$ cat src/rtl/csacc_pkg.sv
package csacc_pkg;
  localparam int unsigned IN_W_DEF  = 16;
  localparam int unsigned ACC_W_DEF = 40;
  localparam int unsigned GRP_W     = 4;
endpackage

$ cat src/rtl/csa_row.sv
module csa_row #(
  parameter int unsigned W = 40
) (
  input  logic [W-1:0] x_i,
  input  logic [W-1:0] y_i,
  input  logic [W-1:0] z_i,
  output logic [W-1:0] s_o,
  output logic [W-1:0] c_o
);
  for (genvar i = 0; i < W; i++) begin : g_bit
    assign s_o[i] = x_i[i] ^ y_i[i] ^ z_i[i];
    assign c_o[i] = (x_i[i] & y_i[i]) | (x_i[i] & z_i[i]) | (y_i[i] & z_i[i]);
  end
endmodule

$ cat src/rtl/cla_grp4.sv
module cla_grp4 (
  input  logic [3:0] a_i,
  input  logic [3:0] b_i,
  input  logic       cin_i,
  output logic [3:0] s_o,
  output logic       gg_o,
  output logic       gp_o
);
  logic [3:0] g, p;
  logic [3:0] c;

  assign g = a_i & b_i;
  assign p = a_i ^ b_i;

  // flat lookahead, no ripple inside the group
  assign c[0] = cin_i;
  assign c[1] = g[0] | (p[0] & cin_i);
  assign c[2] = g[1] | (p[1] & g[0]) | (p[1] & p[0] & cin_i);
  assign c[3] = g[2] | (p[2] & g[1]) | (p[2] & p[1] & g[0]) | (p[2] & p[1] & p[0] & cin_i);

  assign s_o  = p ^ c;
  assign gg_o = g[3] | (p[3] & g[2]) | (p[3] & p[2] & g[1]) | (p[3] & p[2] & p[1] & g[0]);
  assign gp_o = &p;
endmodule

$ cat src/rtl/cla_adder.sv
module cla_adder #(
  parameter int unsigned W = 40
) (
  input  logic [W-1:0] a_i,
  input  logic [W-1:0] b_i,
  output logic [W-1:0] s_o
);
  localparam int unsigned GW = csacc_pkg::GRP_W;
  localparam int unsigned NG = W / GW;

  logic [NG-1:0] gg, gp, gcin;

  // second level: each group carry-in from all lower group G/P in parallel
  always_comb begin
    for (int j = 0; j < NG; j++) begin
      logic acc;
      acc = 1'b0;
      for (int k = 0; k < j; k++) begin
        logic t;
        t = gg[k];
        for (int m = k + 1; m < j; m++) t = t & gp[m];
        acc = acc | t;
      end
      gcin[j] = acc;
    end
  end

  for (genvar j = 0; j < NG; j++) begin : g_grp
    cla_grp4 u_grp (
      .a_i  (a_i[j*GW +: GW]),
      .b_i  (b_i[j*GW +: GW]),
      .cin_i(gcin[j]),
      .s_o  (s_o[j*GW +: GW]),
      .gg_o (gg[j]),
      .gp_o (gp[j])
    );
  end
endmodule

$ cat src/rtl/csacc_top.sv
module csacc_top #(
  parameter int unsigned IN_W  = csacc_pkg::IN_W_DEF,
  parameter int unsigned ACC_W = csacc_pkg::ACC_W_DEF
) (
  input  logic             clk_i,
  input  logic             rst_ni,
  input  logic             clr_i,
  input  logic             in_valid_i,
  input  logic [IN_W-1:0]  in_data_i,
  input  logic             rd_req_i,
  output logic [ACC_W-1:0] res_o,
  output logic             res_valid_o
);
  localparam int unsigned EXT_W = ACC_W - IN_W;

  logic [ACC_W-1:0] sum_q, car_q;
  logic [ACC_W-1:0] op, base_s, base_c, row_s, row_c, resolved;
  logic             upd;

  assign op     = in_valid_i ? {{EXT_W{in_data_i[IN_W-1]}}, in_data_i} : '0;
  assign base_s = clr_i ? '0 : sum_q;
  assign base_c = clr_i ? '0 : car_q;
  assign upd    = clr_i | in_valid_i;

  csa_row #(.W(ACC_W)) u_row (
    .x_i(op),
    .y_i(base_s),
    .z_i(base_c),
    .s_o(row_s),
    .c_o(row_c)
  );

  always_ff @(posedge clk_i or negedge rst_ni) begin
    if (!rst_ni) begin
      sum_q <= '0;
      car_q <= '0;
    end else if (upd) begin
      sum_q <= row_s;
      car_q <= {row_c[ACC_W-2:0], 1'b0};  // carry weight x2
    end
  end

  cla_adder #(.W(ACC_W)) u_cla (
    .a_i(sum_q),
    .b_i(car_q),
    .s_o(resolved)
  );

  always_ff @(posedge clk_i or negedge rst_ni) begin
    if (!rst_ni) begin
      res_o       <= '0;
      res_valid_o <= 1'b0;
    end else begin
      res_valid_o <= rd_req_i;
      if (rd_req_i) res_o <= resolved;
    end
  end
endmodule

$ cat config.mk
export PLATFORM = sky130hd
export DESIGN_NAME = csacc_top
export DESIGN_NICKNAME = d
export VERILOG_FILES = /design/src/rtl/csacc_pkg.sv /design/src/rtl/csa_row.sv /design/src/rtl/cla_grp4.sv /design/src/rtl/cla_adder.sv /design/src/rtl/csacc_top.sv
export SDC_FILE = /design/constraint.sdc
export NUM_CORES = 1
export LEC_CHECK = 0
export CAP_MARGIN = 20
export CORE_ASPECT_RATIO = 1.2
export CORE_MARGIN = 2
export CORE_UTILIZATION = 60
export CTS_CLUSTER_SIZE = 28
export DETAILED_ROUTE_END_ITERATION = 8
export DONT_BUFFER_PORTS = 1
export GPL_TIMING_DRIVEN = 0
export HOLD_SLACK_MARGIN = 0.02
export PLACE_DENSITY = 0.83
export SYNTH_ARGS = -nofsm -noshare
export SYNTH_HDL_FRONTEND = slang
export SYNTH_SLANG_ARGS = --single-unit
$ cat constraint.sdc
create_clock -name clk_i -period 3.7 [get_ports clk_i]
set_input_delay 0.37 -clock clk_i [delete_from_list [all_inputs] [get_ports clk_i]]
set_output_delay 0.37 -clock clk_i [all_outputs]
set_load 0.02 [all_outputs]
# Word level (Yosys, flattened, before mapping)
# Index checks and enable logic that the tools add are counted.
op_classes:
  muxes: 3
  bitwise: 592
  n_reduce_logical: 8
ops:
  columns: ["operator", "count"]
  rows:
  - ["1-bit AND", 283]
  - ["1-bit OR", 199]
  - ["40-bit two-way mux", 3]
  - ["1-bit XOR", 80]
  - ["4-bit XOR", 20]
  - ["4-bit AND", 9]
  - ["4-bit AND reduction", 8]
  - ["3-bit AND", 1]
word_totals:
  ff_bits: 120
  inputBits: 21
  output_inout_bits: 41
  elab_cells: 607

# Longest topological paths before layout
# Gate-level depths: netlist of run 1.
logic_depth:
  ltp_word: 24
  mapped_depth: 12
  mapped_depth_nobuf: 12

# Modules after synthesis
# A second synthesis of run 1 with hierarchy kept.
unflattened:
  cells_unflattened: 635
  area_unflattened_um2: 7822.5
by_module_without_submodules:
  columns: ["mod", "instances", "cells_per_inst", "area_per_inst_um2", "seq_area_each_um2"]
  rows:
  - ["csacc_top", 1, 358, 5078.6, 3002.9]
  - ["cla_grp4", 10, 22, 182.7, 0.0]
  - ["csa_row", 1, 40, 800.8, 0.0]
  - ["cla_adder", 1, 17, 116.4, 0.0]

# Least setup slack after synthesis of run 1
# OpenSTA, ideal clock, no wires.
synth_timing:
  path_type: "reg-to-reg"
  from: "register sum_q[10]"
  to: "register res_o[36]"
  setup_time_ps: 125
  arrival_ps: 2937
  required_time_ps: 3575
  path_slack_ps: 639
  path_stages_with_launch: 12
  path_buffers: 0
  period_less_slack_ps: 3061
  cell_sequence: "dfrtp_1 ha_1 and4_4 nor4b_4 a211oi_2 nor4b_4 nor4_4 o31ai_2 inv_2 o21ai_1 fa_1 mux2_2"
synth_between:
  elab_chain_len: 19
  elab_cells_between_ends: 40
  classes_between: "bitwise (39); reduce/logical (1)"
synth_rtl:
  columns: ["item", "line", "source"]
  rows:
  - ["start, declared", "csacc_top.sv:16", "logic [ACC_W-1:0] sum_q, car_q;"]
  - ["start signal, assigned", "csacc_top.sv:38", "sum_q <= row_s;"]
  - ["4-bit AND or 4-bit XOR (tied branches)", "cla_grp4.sv:12, cla_grp4.sv:13", null]
  - ["1-bit AND", "cla_grp4.sv:22", "assign gg_o = g[3] | (p[3] & g[2]) | (p[3] & p[2] & g[1]) | (p[3] & p[2] & p[1] & g[0]);"]
  - ["1-bit OR or 1-bit AND (tied branches) (2 in series)", "cla_grp4.sv:22", null]
  - ["1-bit OR", "cla_grp4.sv:22", null]
  - ["1-bit AND (6 in series)", "cla_adder.sv:21", "for (int m = k + 1; m < j; m++) t = t & gp[m];"]
  - ["1-bit OR (*) (7 in series)", "cla_adder.sv:22", "acc = acc | t;"]
  - ["4-bit XOR (*)", "cla_grp4.sv:21", "assign s_o = p ^ c;"]
  - ["via resolved[36]", "csacc_top.sv:17", "logic [ACC_W-1:0] op, base_s, base_c, row_s, row_c, resolved;"]
  - ["end signal, assigned", "csacc_top.sv:55", "if (rd_req_i) res_o <= resolved;"]
  - ["end, declared", "csacc_top.sv:11", "output logic [ACC_W-1:0] res_o,"]
# The timed path passes the listed nets; every way through them passes the cells marked *.
# A chain may end at the register's enable or synchronous reset.

# Worst setup path in the final report of run 1
layout_timing:
  from: "register sum_q[5]"
  to: "register res_o[37]"
layout_between:
  elab_chain_len: 22
  elab_cells_between_ends: 34
  classes_between: "bitwise (33); reduce/logical (1)"
layout_rtl:
  columns: ["item", "line", "source"]
  rows:
  - ["4-bit AND or 4-bit XOR (tied branches)", "cla_grp4.sv:12, cla_grp4.sv:13", null]
  - ["1-bit AND", "cla_grp4.sv:22", null]
  - ["1-bit OR or 1-bit AND (tied branches)", "cla_grp4.sv:22", null]
  - ["1-bit OR", "cla_grp4.sv:22", null]
  - ["1-bit AND (7 in series)", "cla_adder.sv:21", null]
  - ["1-bit OR (*) (8 in series)", "cla_adder.sv:22", null]
  - ["1-bit AND (*)", "cla_grp4.sv:17", "assign c[1] = g[0] | (p[0] & cin_i);"]
  - ["1-bit OR (*)", "cla_grp4.sv:17", null]
  - ["4-bit XOR (*)", "cla_grp4.sv:21", null]
# Mark *: on every way between the ends. The rest lies on a longest branch, timed or not.

==> results by group, run 1 <==
Synth
  • Synth Register Bits: 120
  • Ys flop type: dfrtp_1
  • Syn Nets: 746
  • Synth top area cells: dfrtp_1 (40%), mux2_2 (14%), fa_1 (13%)
  • Post-synth EDFFs: 0
  • Syn avg cell area: 11.8 µm²
  • Seq/Total Area, Yosys: 0.399
  • Mapped Area: 0.00752 mm²
  • Leading area contributor after synthesis: dfrtp_1
  • Share of the synthesized area in the top cell type: 0.399
  • Mapped Cells: 638
  • Async S/R FF share, synth: 1.00
  • YS warnings: 0
  • Post-synth cell types: 54

Final layout
  • Fin area: 0.00844 mm²
  • Nets@finish: 769
  • N_diodes: 0
  • Area growth syn-to-layout: 12.2%
  • Layout cells sized above 1: 0.208

Pwr
  • Peak VDD IR: 357 µV
  • Sequential fraction of design power: 0.414
  • Leak: 0.00394 µW
  • Clock network power share: 0.353
  • Combinational share of power: 0.233
  • Sw Share: 0.329
  • Net switching power: 1660 µW
  • Power Total: 5040 µW
  • Internal Power: 3380 µW
  • Pwr dens: 597 mW/mm²

Critical path
  • Max Fanout on Critical Path: 6
  • Arr. time, crit path: 3.74 ns
  • Critical Path Most Common Cell: a21oi_1
  • Nature of the critical path endpoint: flop
  • Worst setup path startpoint: sum_q[5]
  • Crit path required time: 3.97 ns
  • Classification of the worst setup path: reg -> reg
  • RR Startpoint: sum_q[5]
  • Biggest cell delay along the critical path: 0.48 ns
  • Startpoint types: flop
  • Crit-path cells: ha_1 > a21oi_1 > o21ai_0 > a211oi_2 > nor4b_4 > nor4_4 > o31ai_4 > inv_2 > o21ai_1 > fa_1 > xnor2_1 > a21oi_1
  • Reg2Reg Depth: 12
  • Worst path slowest cell: nor4_4

Clock tree
  • Worst-case clock buffer depth: 2
  • Clock transition at path regs: 0.05 ns
  • Number of CTS-inserted buffers: 17
  • CTS tree: built
  • Clk_lat worst skew: 0.42 ns
  • CTS H-tree depth: 4
  • CTS sink cnt: 120
  • CTS root buf: clkbuf_16

Drt
  • 1st-iter DRT viols: 300
  • Routed WL per cell: 19.9 µm
  • Remaining antenna violation count: 0
  • Post-Route WL: 16600 µm
  • Vias per std cell: 6.03
  • Via Count: 5037
  • DRC viols: 0
  • Initial DRT Pass Iterations: 5

Timing
  • Final period utilization: 0.937
  • Pins Over Slew Limit: 0
  • Fin Setup TNS: 0 ns
  • Final Setup Violations: 0
  • Worst Tran Pin Value: 0.738 ns
  • Final worst slack: 0.232 ns
  • Relative slew slack: 0.501
  • Final Critical Period: 3.47 ns
  • Final Skew: 0.00691 ns
  • Max Clock Freq: 288 MHz
  • RSZ-0062 raised after global routing: false
  • Final Hold Viols: 0

Placed design
  • Port bufs: 0
  • Post-Place Worst Slack: 0.172 ns
  • Placed instance area: 0.00775 mm²
  • DP HPWL: 11400 µm
  • Routability congestion estimate: 0.924

Die
  • Die height: 127 µm
  • I/O pin count: 62
  • Core Area: 0.0122 mm²
  • Initial Utilization: 0.618
  • Die ar.: 0.0134 mm²
  • Row cnt: 44
  • Die Wd: 106 µm

Global routing
  • First-pass GRT wire length: 27800 µm
  • GRT Total Usage: 0.269
  • Vias in the first global route: 5561
  • Grt total ovfl: 0
  • Initial antenna violation count: 0
  • Largest net degree at the start of global routing: 121

Hold path
  • Worst hold-check path type: in -> reg
  • Hold path start: in_valid_i
  • Worst Hold Depth: 1

Flow run
  • Max-capacitance violation count: 0

Outcome
  • Status: completed
## cell usage after synthesis (9+ instances only)
cell and count:
dfrtp_1 120, mux2_2 92, nor2b_1 69, fa_1 48
a21oi_1 40, ha_1 39, nor2_1 28, nand2_1 25
clkbuf_1 18, and2_1 16, inv_1 16, o21ai_0 15
xnor2_1 15, buf_1 9
## critical path, delay by kind of cell, from the launching register on
kind	cells	cell delay [ns]
compound gates	6	1.27
fa+ha+maj	2	0.75
simple gates	2	0.58
flops	1	0.39
xor+xnor	1	0.23
buf+inv	1	0.09
## power groups by stage
stage	combinational [µW]	clock, µW	sequential, µW
detailed placement	1110	0	2100
global placement	1040	0	2090
CTS	1170	1790	2090
global route	1320	1860	2130
floorplan	883	0	2030
finish	1180	1780	2090
## final timing paths
check	endpoint	slack (ns)
max in group asynchronous	car_q[23]	2.62
min in group asynchronous	car_q[33]	0.61
setup / recovery	res_o[37]	0.23
hold / removal	sum_q[39]	0.09
setup reg to reg	res_o[37]	0.23
hold reg to reg	car_q[3]	0.53
## cells in the final DEF, fill, tap and decap left out, drive strengths merged, types with 3 or more instances in the layout
cell type | synthesis | routed
a211oi | 4 | 4
a21o | 8 | 8
a21oi | 40 | 40
and2 | 16 | 16
and4 | 4 | 4
buf | 9 | 11
bufinv | 0 | 4
clkbuf | 18 | 43
clkinv | 0 | 3
dfrtp | 120 | 120
fa | 48 | 48
ha | 39 | 39
inv | 17 | 17
mux2 | 93 | 93
nand2 | 25 | 25
nand3 | 8 | 8
nand4 | 6 | 6
nor2 | 28 | 28
nor2b | 69 | 69
nor3 | 6 | 6
nor4b | 3 | 3
o211ai | 6 | 6
o21ai | 19 | 19
o31ai | 3 | 3
xnor2 | 15 | 15
xor2 | 8 | 8
## final cells by class
type / instances / area, µm²
Buffer: 27 / 101
Fill cell: 793 / 3730
Tap cell: 161 / 201
Sequential cell: 120 / 3000
Multi-Input combinational cell: 474 / 4360
Inverter: 17 / 63.8
Clock inverter: 7 / 139
Timing Repair Buffer: 4 / 75.1
Clock buffer: 25 / 495
## per-layer routing
metal | track usage | share of wire | vias to the layer above
li1 | - | - | 2261
met1 | 0.323 | 0.40 | 2559
met2 | 0.464 | 0.52 | 169
met3 | 0.0622 | 0.055 | 48
met4 | 0.115 | 0.029 | 0
met5 | 0 | 0 | -
## cells by family (layout without fill, tap and decap cells)
kind of cell | after synthesis | in the layout | share of synthesized area
buffers and inverters | 44 | 80 | 0.0220
adder cells (fa/ha/maj) | 87 | 87 | 0.193
flip-flops | 120 | 120 | 0.399
AO/OA/AOI/OAI | 97 | 97 | 0.0850
AND/OR/NAND/NOR | 174 | 174 | 0.134
XOR/XNOR | 23 | 23 | 0.0268
multiplexers | 93 | 93 | 0.140
## state kept, by name, indices dropped and copies added, names as in the netlist
register and count:
car_q 39, res_o 40, sum_q 40, res_valid_o 1
## metrics by stage
step | hold slack, ns | util | instances
after floorplan | 0.0744 | - | 638
after global placement | 0.0791 | 0.635 | 799
after detailed placement | 0.0782 | 0.637 | 800
after CTS | 0.0845 | 0.693 | 835
after global routing | 0.0884 | 0.694 | 835
final | 0.0858 | 0.694 | 835
## what timing repair did
| action | in CTS | in global routing |
|---|---|---|
| endpoints found under the hold margin | 121 | 0 |
| hold buffers | 3 | 0 |
| setup buffers | 0 | 0 |
| gates resized for setup | 0 | 1 |
| setup endpoints to repair | 0 | 1 |
Power figures use the tool's default switching activity.
==> inputs of run 2 (changes only) <==
--- a/config.mk
+++ b/config.mk
@@ -8,13 +8,13 @@
 export CAP_MARGIN = 20
 export CORE_ASPECT_RATIO = 1.2
 export CORE_MARGIN = 2
-export CORE_UTILIZATION = 60
+export CORE_UTILIZATION = 35
 export CTS_CLUSTER_SIZE = 28
 export DETAILED_ROUTE_END_ITERATION = 8
 export DONT_BUFFER_PORTS = 1
 export GPL_TIMING_DRIVEN = 0
 export HOLD_SLACK_MARGIN = 0.02
-export PLACE_DENSITY = 0.83
+export PLACE_DENSITY = 0.56
 export SYNTH_ARGS = -nofsm -noshare
 export SYNTH_HDL_FRONTEND = slang
 export SYNTH_SLANG_ARGS = --single-unit
==> constraint.sdc (replaced) <==
create_clock -name clk_i -period 3.49 [get_ports clk_i]
set_input_delay 0.349 -clock clk_i [delete_from_list [all_inputs] [get_ports clk_i]]
set_output_delay 0.349 -clock clk_i [all_outputs]
set_load 0.02 [all_outputs]
==> results by group, run 2 (synthesized netlist as in run 1, its figures left out) <==
Die
  • Row cnt: 58 (+32%)
  • Initial Utilization: 0.357 (-0.261)
  • Core Area: 0.0210 mm² (+73%)
  • I/O pin count: 62 (unchanged)
  • Die height: 165 µm (+30%)
  • Die ar.: 0.0227 mm² (+69%)
  • Die Wd: 138 µm (+30%)

Placed design
  • Placed Cells: 909 (+14%)
  • Routability congestion estimate: 0.824 (-11%)
  • DP HPWL: 12200 µm (+6.3%)
  • Port bufs: 0 (unchanged)

Critical path
  • Arr. time, crit path: 3.67 ns (-0.07 ns)
  • Classification of the worst setup path: reg -> reg
  • Reg2Reg Depth: 13 (+1)
  • Max Fanout on Critical Path: 5 (-1)
  • Nature of the critical path endpoint: flop
  • Crit path required time: 3.80 ns (-0.17 ns)
  • Startpoint types: flop

Timing
  • Max Clock Freq: 298 MHz (+3.2%)
  • Relative slew slack: 0.462 (-0.0391)
  • Final period utilization: 0.963 (+0.0254)
  • Final Setup Violations: 0 (unchanged)
  • Fin Setup TNS: 0 ns (unchanged)
  • Pins Over Slew Limit: 0 (unchanged)
  • Min Hold Slack: 0.0723 ns (-0.0135 ns)
  • Final Critical Period: 3.36 ns (-0.108 ns)
  • Worst Tran Pin Value: 0.796 ns (+0.0579 ns)
  • Final Skew: 0.00866 ns (+0.00174 ns)
  • Final Hold Viols: 0 (unchanged)

Clock tree
  • Clk_lat worst skew: 0.42 ns (about the same)
  • CTS sink cnt: 120 (unchanged)
  • CTS H-tree depth: 4 (unchanged)
  • CTS tree: built
  • Worst-case clock buffer depth: 2 (unchanged)
  • Clock transition at path regs: 0.05 ns (about the same)
  • Number of CTS-inserted buffers: 17 (unchanged)
  • CTS root buf: clkbuf_16

Drt
  • Via Count: 4840 (-3.9%)
  • Vias per std cell: 5.11 (-15%)
  • Initial DRT Pass Iterations: 4 (-1)
  • Routed WL per cell: 17.8 µm (-11%)
  • Post-Route WL: 16800 µm (+1.4%)
  • Remaining antenna violation count: 0 (unchanged)
  • 1st-iter DRT viols: 152 (-49%)
  • DRC viols: 0 (unchanged)

Global routing
  • Initial antenna violation count: 0 (unchanged)
  • First-pass GRT wire length: 27800 µm (about the same)
  • GRT Total Usage: 0.161 (-0.108)
  • Largest net degree at the start of global routing: 121 (unchanged)
  • Grt total ovfl: 0 (unchanged)
  • Vias in the first global route: 5342 (-3.9%)

Final layout
  • Core Util, Final: 0.411 (-0.283)
  • Biggest regs: res_o (40), sum_q (40), car_q (39)
  • Area growth syn-to-layout: 15.0%
  • Layout cells sized above 1: 0.227 (+0.0194)
  • Nets@finish: 774 (+0.65%)
  • Commonest cells after routing, fill and taps aside: dfrtp_1 (118), mux2_2 (92), nor2b_1 (69)
  • Filler cells: 2050 (+160%)
  • Most common cell after layout, fill and taps aside: dfrtp_1
  • Register area: 0.00301 mm² (about the same)
  • Area of the multi-input gates: 0.00444 mm² (+1.9%)
  • Non-Filler Instances: 948 (+14%)
  • N_diodes: 0 (unchanged)

Outcome
  • Status: completed

Pwr
  • Peak VDD IR: 316 µV (-11%)
  • Power Total: 5210 µW (+3.3%)
  • Leak: 0.00393 µW (-0.32%)
  • Pwr dens: 602 mW/mm² (+0.84%)

Hold path
  • Worst Hold Depth: 1 (unchanged)
  • Worst hold-check path type: in -> reg

Flow run
  • Max-capacitance violation count: 0 (unchanged)
[run 2: final cells by class]
| class | count | area share |
|---|---|---|
| Sequential cell | 120 | 0.348 |
| Tap cell | 270 | 0.0391 |
| Multi-Input combinational cell | 474 | 0.514 |
| Clock buffer | 23 | 0.0564 |
| Clock inverter | 8 | 0.0110 |
| Buffer | 27 | 0.0117 |
| Timing Repair Buffer | 9 | 0.0130 |
| Inverter | 17 | 0.00738 |
[run 2: worst paths after layout]
kind,startpoint,slack [ns],to
hold reg to reg,sum_q[0],0.52,sum_q[0]
hold / removal,in_valid_i,0.07,sum_q[39]
setup / recovery,car_q[8],0.13,res_o[36]
setup reg to reg,car_q[8],0.13,res_o[36]
max in group asynchronous,rst_ni,2.39,car_q[8]
min in group asynchronous,rst_ni,0.51,res_o[12]
[run 2: metal layers]
layer  wire, µm  global-route usage  part of all wire
met1       7040               0.193              0.42
met2       8840               0.285              0.52
met3        739              0.0414             0.044
met4        221              0.0450             0.013
met5          0                   0                 0
[run 2: worst max-delay path: stages, from the launching register on]
cell	delay [ns]
dfrtp_2	0.44
ha_4	0.28
and4_4	0.27
nor4b_4	0.19
buf_4	0.18
a211oi_4	0.06
nor4b_4	0.41
nor4_4	0.09
buf_4	0.19
o31ai_4	0.22
inv_2	0.04
o21ai_1	0.15
fa_1	0.45
mux2_2	0.27
[run 2: metrics by stage]
stage | instance area (µm²) | setup slack (ns)
after floorplan | 7520 | 0.429
after global routing | 8650 | -0.00525
after global placement | 7860 | -0.157
after CTS | 8530 | 0.00762
final | 8650 | 0.131
after detailed placement | 7890 | -0.234
[run 2: what timing repair did]
item | CTS | global route
hold endpoints to repair | 121 | 0
endpoints found under the setup margin | 3 | 2
hold buffers | 3 | 0
pin swaps | 1 | 3
gates resized for setup | 2 | 9
buffers inserted | 0 | 5
gates cloned | 0 | 0
[run 2: power breakdown]
part | internal (µW) | switching, µW
registers | 1720 | 506
clock network | 1120 | 625
logic | 620 | 619
total | 3460 | 1750
==> inputs of run 3 (changes only) <==
--- a/config.mk
+++ b/config.mk
@@ -12,7 +12,6 @@
 export CTS_CLUSTER_SIZE = 28
 export DETAILED_ROUTE_END_ITERATION = 8
 export DONT_BUFFER_PORTS = 1
-export GPL_TIMING_DRIVEN = 0
 export HOLD_SLACK_MARGIN = 0.02
 export PLACE_DENSITY = 0.56
 export SYNTH_ARGS = -nofsm -noshare
==> results by group, run 3 (synthesized netlist as in run 1, its figures left out) <==
Hold path
  • Worst hold-check path type: in -> reg

Critical path
  • Biggest cell delay along the critical path: 0.42 ns (-0.03 ns)
  • RR Startpoint: sum_q[7]
  • Critical Path Sink: res_o[36]
  • Startpoint types: flop
  • Worst path slowest cell: fa_1
  • Reg2Reg Setup Slack: 0.25 ns (+0.12 ns)
  • Delay-heaviest family, CP: compound AO/OA/AOI/OAI gates
  • Worst setup path startpoint: sum_q[7]
  • Crit path depth: 11 (-2)
  • Max Fanout on Critical Path: 6 (+1)
  • Reg2Reg Depth: 11 (-2)
  • Worst path bufs/invs: 1 (-2)
  • Classification of the worst setup path: reg -> reg
  • Crit-path cells: ha_1 > nand2_1 > o21ai_0 > a211oi_2 > nor4b_4 > nor4_4 > o31ai_4 > inv_2 > o21ai_1 > fa_1 > mux2_2
  • Nature of the critical path endpoint: flop
  • Crit path required time: 3.79 ns (about the same)
  • Reg2reg end: res_o[36]
  • Arr. time, crit path: 3.54 ns (-0.13 ns)

Clock tree
  • CTS sink cnt: 120 (unchanged)
  • CTS root buf: clkbuf_16
  • Number of CTS-inserted buffers: 17 (unchanged)
  • Clock transition at path regs: 0.06 ns (about the same)
  • CTS H-tree depth: 4 (unchanged)
  • Worst-case clock buffer depth: 2 (unchanged)
  • CTS tree: built
  • Clk_lat worst skew: 0.42 ns (about the same)
  • Post-CTS Setup Inserts: 0 (unchanged)

Global routing
  • GRT Total Usage: 0.153 (-0.00842)
  • Grt total ovfl: 0 (unchanged)
  • Vias in the first global route: 5068 (-5.1%)
  • First-pass GRT wire length: 26400 µm (-4.8%)
  • Largest net degree at the start of global routing: 121 (unchanged)
  • Initial antenna violation count: 0 (unchanged)

Die
  • Row cnt: 58 (unchanged)
  • Initial Utilization: 0.357 (unchanged)
  • Die Wd: 138 µm (unchanged)
  • Die height: 165 µm (unchanged)
  • Core Area: 0.0210 mm² (unchanged)
  • Die ar.: 0.0227 mm² (unchanged)
  • I/O pin count: 62 (unchanged)

Drt
  • 1st-iter DRT viols: 245 (+61%)
  • Via Count: 4744 (-2.0%)
  • DRC viols: 0 (unchanged)
  • Post-Route WL: 16000 µm (-5.2%)
  • Remaining antenna violation count: 0 (unchanged)
  • Initial DRT Pass Iterations: 5 (+1)
  • Routed WL per cell: 17.3 µm (-2.8%)
  • Vias per std cell: 5.13 (+0.45%)

Flow run
  • Max-capacitance violation count: 0 (unchanged)

Timing
  • Final Hold Viols: 0 (unchanged)
  • Max Clock Freq: 308 MHz (+3.6%)
  • Final Setup Violations: 0 (unchanged)
  • Relative slew slack: 0.510 (+0.0480)
  • RSZ-0062 raised after global routing: false
  • Worst Tran Pin Value: 0.735 ns (-0.0615 ns)
  • Min Hold Slack: 0.0656 ns (-0.00675 ns)
  • Fin Setup TNS: 0 ns (unchanged)
  • Final worst slack: 0.247 ns (+0.116 ns)
  • Final Skew: 0.00896 ns (+0.000299 ns)
  • Final Critical Period: 3.24 ns (-0.116 ns)
  • Final period utilization: 0.929 (-0.0334)
  • Pins Over Slew Limit: 0 (unchanged)

Final layout
  • Area growth syn-to-layout: 12.8%
  • Filler cells: 2020 (-1.5%)
  • N_diodes: 0 (unchanged)
  • Core Util, Final: 0.403 (-0.00791)
  • Commonest cells after routing, fill and taps aside: dfrtp_1 (120), mux2_2 (92), nor2b_1 (69)
  • Layout cells sized above 1: 0.226 (-0.00118)
  • Nets@finish: 750 (-3.1%)
  • Biggest regs: res_o (40), sum_q (40), car_q (39)
  • Most common cell after layout, fill and taps aside: dfrtp_1

Outcome
  • Status: completed

Pwr
  • Peak VDD IR: 372 µV (+18%)
  • Leak: 0.00392 µW (-0.29%)
  • Pwr dens: 610 mW/mm² (+1.2%)

Placed design
  • Routability congestion estimate: 0.754 (-8.6%)
  • DP HPWL: 10800 µm (-11%)
  • Post-Place Worst Slack: 0.126 ns (+0.360 ns)
  • Port bufs: 0 (unchanged)
[run 3: cell count changes in the layout (fill, tap and decap cells not counted), sizes merged]
cell	change
clkinv	-1
buf	-7
clkbuf	-16
dlygate4sd3	+1
[run 3: worst min path at each step]
| stage | from | to | slack [ns] | cells past startpoint |
|---|---|---|---|---|
| 4_1_cts | rd_req_i | res_o[21] | 0.02 | 1 |
| 6_report | in_valid_i | sum_q[39] | 0.07 | 1 |
| 5_1_grt | in_valid_i | sum_q[39] | 0.05 | 1 |
| 3_3_place_gp | rst_ni | res_o[10] | 0.06 | 0 |
| 2_1_floorplan | rst_ni | car_q[10] | 0.05 | 0 |
| 3_5_place_dp | rst_ni | res_o[10] | 0.06 | 0 |
[run 3: metrics by stage]
stage	instances	instance area [µm²]	total power [µW]
after CTS	924	8460	5250
after detailed placement	889	7820	3400
after global placement	889	7820	3340
final	925	8480	5170
after floorplan	638	7520	3090
after global routing	925	8480	5490
[run 3: power breakdown]
group	internal (µW)	switching [µW]
sequential	1720	494
clock	1140	633
combinational	592	589
total	3460	1720
[run 3: worst reg2reg max path, cell delays in order, from the launching register on]
cell      delay (ns)
dfrtp_1         0.40
ha_1            0.37
nand2_1         0.13
o21ai_0         0.32
a211oi_2        0.17
nor4b_4         0.36
nor4_4          0.10
o31ai_4         0.39
inv_2           0.04
o21ai_1         0.15
fa_1            0.42
mux2_2          0.27
[run 3: layout make-up]
cell class                 count  area [µm²]  share of cell area
multi-input combinational    474        4360               0.515
sequential                   120        3000               0.354
clock buffer                  25         505              0.0596
tap                          270         338              0.0398
timing repair buffer          12         118              0.0139
clock inverter                 7        90.1              0.0106
inverter                      17        63.8             0.00752
[run 3: layer usage]
layer	global-route usage	share of wire	vias to the layer above
li1	-	-	2224
met1	0.193	0.44	2410
met2	0.254	0.50	88
met3	0.0359	0.038	22
met4	0.0575	0.022	0
met5	0	0	-
[run 3: repair_timing]
action / CTS / global route
hold endpoints to repair: 129 / 1
endpoints found under the setup margin: 0 / 1
hold buffers: 3 / 1
resized for setup: 0 / 1
